<file path="src/rtl/auxctl_pkg.sv">
package auxctl_pkg;
  localparam int NUM_REGIONS = 8;
  localparam int DATA_W      = 32;
  localparam int BYTE_W      = 8;
  localparam int LED_W       = 16;

  typedef enum logic [2:0] {
    RG_CFG    = 3'd0,
    RG_DIAG   = 3'd1,
    RG_MODEM  = 3'd2,
    RG_LED    = 3'd3,
    RG_SYSCTL = 3'd4,
    RG_AUX1   = 3'd5,
    RG_AUX2   = 3'd6,
    RG_IDLE   = 3'd7
  } region_e;

  localparam int AUX1_TC_BIT  = 1;
  localparam int AUX2_OFF_BIT = 0;
  localparam int AUX2_CLR_BIT = 1;
  localparam int AUX2_PF_BIT  = 5;
  localparam int CFG_PFEN_BIT = 3;
  localparam int SYS_RST_BIT  = 0;
  localparam logic [DATA_W-1:0] SYS_RSTSTAT = 32'h0000_0002;
endpackage

</file>
<file path="src/rtl/auxctl_sync.sv">
module auxctl_sync #(
  parameter int STAGES = 2
) (
  input  logic clk,
  input  logic rst_warm,
  input  logic d,
  output logic q
);
  logic [STAGES-1:0] chain_q;

  always_ff @(posedge clk) begin
    if (rst_warm) chain_q <= '0;
    else          chain_q <= {chain_q[STAGES-2:0], d};
  end

  assign q = chain_q[STAGES-1];
endmodule

</file>
<file path="src/rtl/auxctl_power.sv">
module auxctl_power
  import auxctl_pkg::*;
(
  input  logic              clk,
  input  logic              rst_warm,
  input  logic              pf_level,
  input  logic              pf_en,
  input  logic              wr_en,
  input  logic [BYTE_W-1:0] wr_byte,
  output logic [BYTE_W-1:0] aux2_rd,
  output logic              irq,
  output logic              shutdown
);
  logic off_q, status_q, level_prev_q, shut_q;

  always_ff @(posedge clk) begin
    if (rst_warm) begin
      off_q        <= 1'b0;
      status_q     <= 1'b0;
      level_prev_q <= 1'b0;
      shut_q       <= 1'b0;
    end else begin
      level_prev_q <= pf_level;
      shut_q       <= wr_en & wr_byte[AUX2_OFF_BIT];
      if (wr_en) begin
        off_q <= wr_byte[AUX2_OFF_BIT];
        if (wr_byte[AUX2_CLR_BIT]) status_q <= 1'b0;
      end
      // a level change on the synchronized input overrides a software clear
      if (pf_level != level_prev_q) status_q <= pf_level & pf_en;
    end
  end

  always_comb begin
    aux2_rd               = '0;
    aux2_rd[AUX2_OFF_BIT] = off_q;
    aux2_rd[AUX2_PF_BIT]  = status_q;
  end

  assign irq      = status_q & pf_en;
  assign shutdown = shut_q;
endmodule

</file>
<file path="src/rtl/auxctl_retain.sv">
module auxctl_retain
  import auxctl_pkg::*;
(
  input  logic              clk,
  input  logic              por_n,
  input  logic              diag_wr,
  input  logic              led_wr,
  input  logic              sys_wr,
  input  logic [DATA_W-1:0] wdata,
  output logic [BYTE_W-1:0] diag_q,
  output logic [LED_W-1:0]  led_q,
  output logic [DATA_W-1:0] sys_q,
  output logic              rst_pulse
);
  always_ff @(posedge clk) begin
    if (!por_n) begin
      diag_q    <= '0;
      led_q     <= '0;
      sys_q     <= '0;
      rst_pulse <= 1'b0;
    end else begin
      rst_pulse <= sys_wr & wdata[SYS_RST_BIT];
      if (diag_wr)                     diag_q <= wdata[BYTE_W-1:0];
      if (led_wr)                      led_q  <= wdata[LED_W-1:0];
      if (sys_wr && wdata[SYS_RST_BIT]) sys_q <= SYS_RSTSTAT;
    end
  end
endmodule

</file>
<file path="src/rtl/auxctl_regs.sv">
module auxctl_regs
  import auxctl_pkg::*;
#(
  parameter int ADDR_W      = 2,
  parameter int SYNC_STAGES = 2
) (
  input  logic                   clk,
  input  logic                   rst_n,
  input  logic                   por_n,
  input  logic [NUM_REGIONS-1:0] bus_sel,
  input  logic [ADDR_W-1:0]      bus_addr,
  input  logic                   bus_wr,
  input  logic [DATA_W-1:0]      bus_wdata,
  output logic [DATA_W-1:0]      bus_rdata,
  input  logic                   pfail_in,
  input  logic                   halt_ack,
  output logic                   pfail_irq,
  output logic                   fdc_tc,
  output logic                   shutdown_req,
  output logic                   reset_req,
  output logic                   cpu_halt
);
  logic                   rst_warm;
  logic                   at_base;
  logic [NUM_REGIONS-1:0] wr_hit;
  logic [DATA_W-1:0]      rd_val [NUM_REGIONS];

  logic [BYTE_W-1:0] cfg_q, aux1_q, modem_q, aux2_rd, diag_q;
  logic [LED_W-1:0]  led_q;
  logic [DATA_W-1:0] sys_q;
  logic              tc_q, halt_q, pf_level;

  assign rst_warm = !rst_n || !por_n;
  assign at_base  = (bus_addr == '0);

  for (genvar g = 0; g < NUM_REGIONS; g++) begin : g_hit
    assign wr_hit[g] = bus_wr & bus_sel[g] & at_base;
  end

  always_ff @(posedge clk) begin
    if (rst_warm) begin
      cfg_q   <= '0;
      aux1_q  <= '0;
      modem_q <= '0;
      tc_q    <= 1'b0;
      halt_q  <= 1'b0;
    end else begin
      tc_q <= wr_hit[RG_AUX1] & bus_wdata[AUX1_TC_BIT];
      if (wr_hit[RG_CFG])   cfg_q   <= bus_wdata[BYTE_W-1:0];
      if (wr_hit[RG_MODEM]) modem_q <= bus_wdata[BYTE_W-1:0];
      if (wr_hit[RG_AUX1]) begin
        aux1_q              <= bus_wdata[BYTE_W-1:0];
        aux1_q[AUX1_TC_BIT] <= 1'b0;
      end
      if (wr_hit[RG_IDLE])  halt_q <= 1'b1;
      else if (halt_ack)    halt_q <= 1'b0;
    end
  end

  auxctl_sync #(.STAGES(SYNC_STAGES)) u_sync (
    .clk      (clk),
    .rst_warm (rst_warm),
    .d        (pfail_in),
    .q        (pf_level)
  );

  auxctl_power u_power (
    .clk      (clk),
    .rst_warm (rst_warm),
    .pf_level (pf_level),
    .pf_en    (cfg_q[CFG_PFEN_BIT]),
    .wr_en    (wr_hit[RG_AUX2]),
    .wr_byte  (bus_wdata[BYTE_W-1:0]),
    .aux2_rd  (aux2_rd),
    .irq      (pfail_irq),
    .shutdown (shutdown_req)
  );

  auxctl_retain u_retain (
    .clk       (clk),
    .por_n     (por_n),
    .diag_wr   (wr_hit[RG_DIAG]),
    .led_wr    (wr_hit[RG_LED]),
    .sys_wr    (wr_hit[RG_SYSCTL]),
    .wdata     (bus_wdata),
    .diag_q    (diag_q),
    .led_q     (led_q),
    .sys_q     (sys_q),
    .rst_pulse (reset_req)
  );

  always_comb begin
    rd_val[RG_CFG]    = DATA_W'(cfg_q);
    rd_val[RG_DIAG]   = DATA_W'(diag_q);
    rd_val[RG_MODEM]  = DATA_W'(modem_q);
    rd_val[RG_LED]    = DATA_W'(led_q);
    rd_val[RG_SYSCTL] = sys_q;
    rd_val[RG_AUX1]   = DATA_W'(aux1_q);
    rd_val[RG_AUX2]   = DATA_W'(aux2_rd);
    rd_val[RG_IDLE]   = '0;
  end

  always_comb begin
    bus_rdata = '0;
    for (int i = 0; i < NUM_REGIONS; i++)
      if (bus_sel[i] && at_base) bus_rdata = bus_rdata | rd_val[i];
  end

  assign fdc_tc   = tc_q;
  assign cpu_halt = halt_q;
endmodule

</file>
<file path="config.mk">
export PLATFORM = sky130hd
export DESIGN_NAME = auxctl_regs
export DESIGN_NICKNAME = d
export VERILOG_FILES = /design/src/rtl/auxctl_pkg.sv /design/src/rtl/auxctl_sync.sv /design/src/rtl/auxctl_power.sv /design/src/rtl/auxctl_retain.sv /design/src/rtl/auxctl_regs.sv
export SDC_FILE = /design/constraint.sdc
export NUM_CORES = 1
export LEC_CHECK = 0
export ABC_AREA = 1
export BUFFER_PORTS_ARGS = -buffer_cell sky130_fd_sc_hd__buf_2
export CORE_ASPECT_RATIO = 0.8
export CORE_MARGIN = 10
export CORE_UTILIZATION = 56
export CTS_CLUSTER_SIZE = 14
export DETAILED_ROUTE_END_ITERATION = 8
export PLACE_DENSITY_LB_ADDON = 0.05
export SLEW_MARGIN = 10
export SYNTH_ARGS = -nofsm -noshare
export SYNTH_HDL_FRONTEND = slang
export SYNTH_SLANG_ARGS = --single-unit
</file>
<file path="constraint.sdc">
create_clock -name clk -period 1.55 [get_ports clk]
set_clock_uncertainty 0.15 [all_clocks]
set_input_delay 0.155 -clock clk [delete_from_list [all_inputs] [get_ports clk]]
set_output_delay 0.155 -clock clk [all_outputs]
set_load 0.02 [all_outputs]
</file>
==> qor.txt <==
M3 GR Usage: 6.06%
Global routing usage on met2: 27.4%
Worst reg2reg path depth: 3
Worst path required time: 1.67 ns
DRC: 0
Multi-input combinational cell area: 1340 um2
Setup tns final: 0 ns
Ys Warns: 0
Worst EP arrival: 1.60 ns
Reg area: 1140 um2
Cell count after synthesis: 461
Worst-Skew Late Latency: 0.33 ns
Number of global-route vias before repair: 2478
Wire per inst: 12.5 um
Crit path time final: 1.48 ns
Area growth syn-to-layout: 21.3%
Pleak: 1.74 nW
Vias after detailed routing: 2753
CP max FO: 1
Max_cap viols: 0
Min-Delay Startpoint: bus_sel[4]
Seq cells post-synth: 57
Largest net degree at the start of global routing: 27
I/O pins: 85
R2r endpoint: cpu_halt$_SDFFE_PP0P_
Initial antenna violation count: 0
Layout Cells excl Fill: 599
Post-synth design cell area: 2890 um2
Worst Setup End Kind: flop
Die height: 84.2 um
Post-DP HPWL: 5.31 mm
HP Class: in -> reg
Routed Antenna Nets: 0
Clk sink count: 57
Die area: 8450 um2
Ant. Diodes: 0
Via density: 4.60
Area contributors post-synth: dfxtp_1 (39%), nand2_1 (19%), nor2_1 (17%)
Syn avg cell area: 6.27 um2
Crit start category: input pin
Max Clk Rate: 0.677 GHz
RSZ-0062 raised after global routing: false
Initial Util: 57.7%
Gr usage total: 17.8%
Worst Hold Depth: 5
Core area: 5010 um2
First-pass GRT wire length: 12.2 mm
Met1 Track Usage GR: 23.3%
Worst r2r src: cpu_halt$_SDFFE_PP0P_
DRT Pass-1 Iters: 4
CTS Root Cell: clkbuf_8
Area of placed instances: 3180 um2
Leading area contributor after synthesis: dfxtp_1
CTS HTree Levels: 3
Cts bufs inserted: 9
Peak VDD IR: 717 uV
GP Congestion: 0.838
CTS tree: done
Layout cells sized above 1: 16.8%
Critical path class: in -> reg
Routed wire length: 7.48 mm
Post-synthesis sequential area ratio: 39.5%
Most common cell after layout, fill and taps aside: nand2_1
Standard-cell row count: 23
Filler cells: 443
Final Slew Violations: 0
Most frequent cells in the layout: nand2_1 (148), nor2_1 (127), dfxtp_1 (57), inv_1 (56), buf_2 (49)
Setup Viol. Count Final: 0
Final worst-path cycle share: 95.3%
Clock buffer depth: 2
Post-synth cell types: 18
Final hold vios: 0
Clock-pin slew of the registers on the worst-case setup and hold paths: 0.06 ns
Port Buffers: 52
Status: finished, final reports clean
Power density over cell area: 923 nW/um2
Die W: 100 um
Initial DRC count: 125
Final Cell Area: 3500 um2
Most used routing layer in global routing: met2
Share of the synthesized area in the top cell type: 39.5%
R2R Setup Slk: 0.23 ns
Placed Cells incl. Taps: 571
Worst hold endpoint: u_retain.rst_pulse$_SDFF_PN0_
Remaining global-route overflow: 0
Nets: 580
## metal layers
layer	wire [um]	vias to the layer above	part of all wire, %
met2	3310	100	44
met5	0	-	0
li1	-	1466	-
met1	3320	1176	44
met4	73	0	0.98
met3	778	11	10
## worst max-delay path by stage
stage | start | end | slack, ns
detailed placement | bus_addr[1] | bus_rdata[1] | 0.007
CTS | bus_addr[1] | bus_rdata[1] | 0.003
global placement | bus_addr[1] | bus_rdata[1] | 0.05
finish | halt_ack | cpu_halt$_SDFFE_PP0P_ | 0.07
global route | u_power.status_q$_SDFFE_PP0P_ | bus_rdata[5] | 0.003
floorplan | bus_addr[1] | bus_rdata[10] | 0.37
## what timing repair did
action,in CTS,in global routing
setup endpoints to repair,0,4
hold buffers,12,0
endpoints found under the hold margin,14,0
gates resized for setup,0,5
setup buffers,0,0
## area by class of cell
class / instances / share of cell area [%]
inverter: 57 / 6.18
clock inverter: 3 / 1.14
clock buffer: 13 / 4.25
timing repair buffer: 77 / 15.3
multi-input combinational: 330 / 38.4
tap: 62 / 2.21
sequential: 57 / 32.6
## state kept, by name, summed over array words and instances, names as in the netlist
name,count
u_retain.rst_pulse,1
cpu_halt,1
modem_q,8
u_retain.diag_q,8
aux1_q,7
u_power.off_q,1
cfg_q,8
u_power.shutdown,1
u_retain.led_q,16
u_power.level_prev_q,1
fdc_tc,1
u_retain.sys_q,1
u_power.status_q,1
u_sync.chain_q,2
## Yosys cell counts
master / instances
buf_2: 4
nor2_4: 6
conb_1: 1
inv_4: 1
nand3_1: 18
inv_1: 56
buf_1: 2
nand2_2: 1
buf_6: 7
buf_4: 19
a21oi_1: 4
nand2_1: 149
o31ai_1: 1
dfxtp_1: 57
nor2_1: 128
nor3_1: 2
o21ai_0: 3
nand2_4: 2
## kinds of logic after synthesis
group / after synthesis / synth area share [%]
buffers and inverters: 89 / 16.1
AOI/OAI and AO/OA: 8 / 1.47
other: 1 / 0.130
and+or+nand+nor: 306 / 42.8
DFF: 57 / 39.5
## stage by stage
stage          hold WS [ns]  setup slack [ns]  power [mW]  utilization [%]
2_1_floorplan         0.117             0.370        1.81                -
3_3_place_gp          0.225            0.0453        1.89             63.5
3_5_place_dp          0.225           0.00720        1.89             63.5
4_1_cts              0.0106           0.00293        3.25             69.7
5_1_grt              0.0476           0.00345        3.37             70.0
6_report             0.0156            0.0724        3.24             70.0
## worst max-delay path: stages
cell and delay [ns]:
dlygate4sd3_1 0.53, buf_2 0.12, inv_1 0.04, nand2_1 0.04, a21oi_1 0.14, dlygate4sd3_1 0.58
## report_power, final
group          total (mW)  internal [mW]  switching, mW
logic               0.375          0.134          0.241
registers            1.51           1.50         0.0159
clock network        1.35          0.783          0.563
Power figures use the tool's default switching activity.
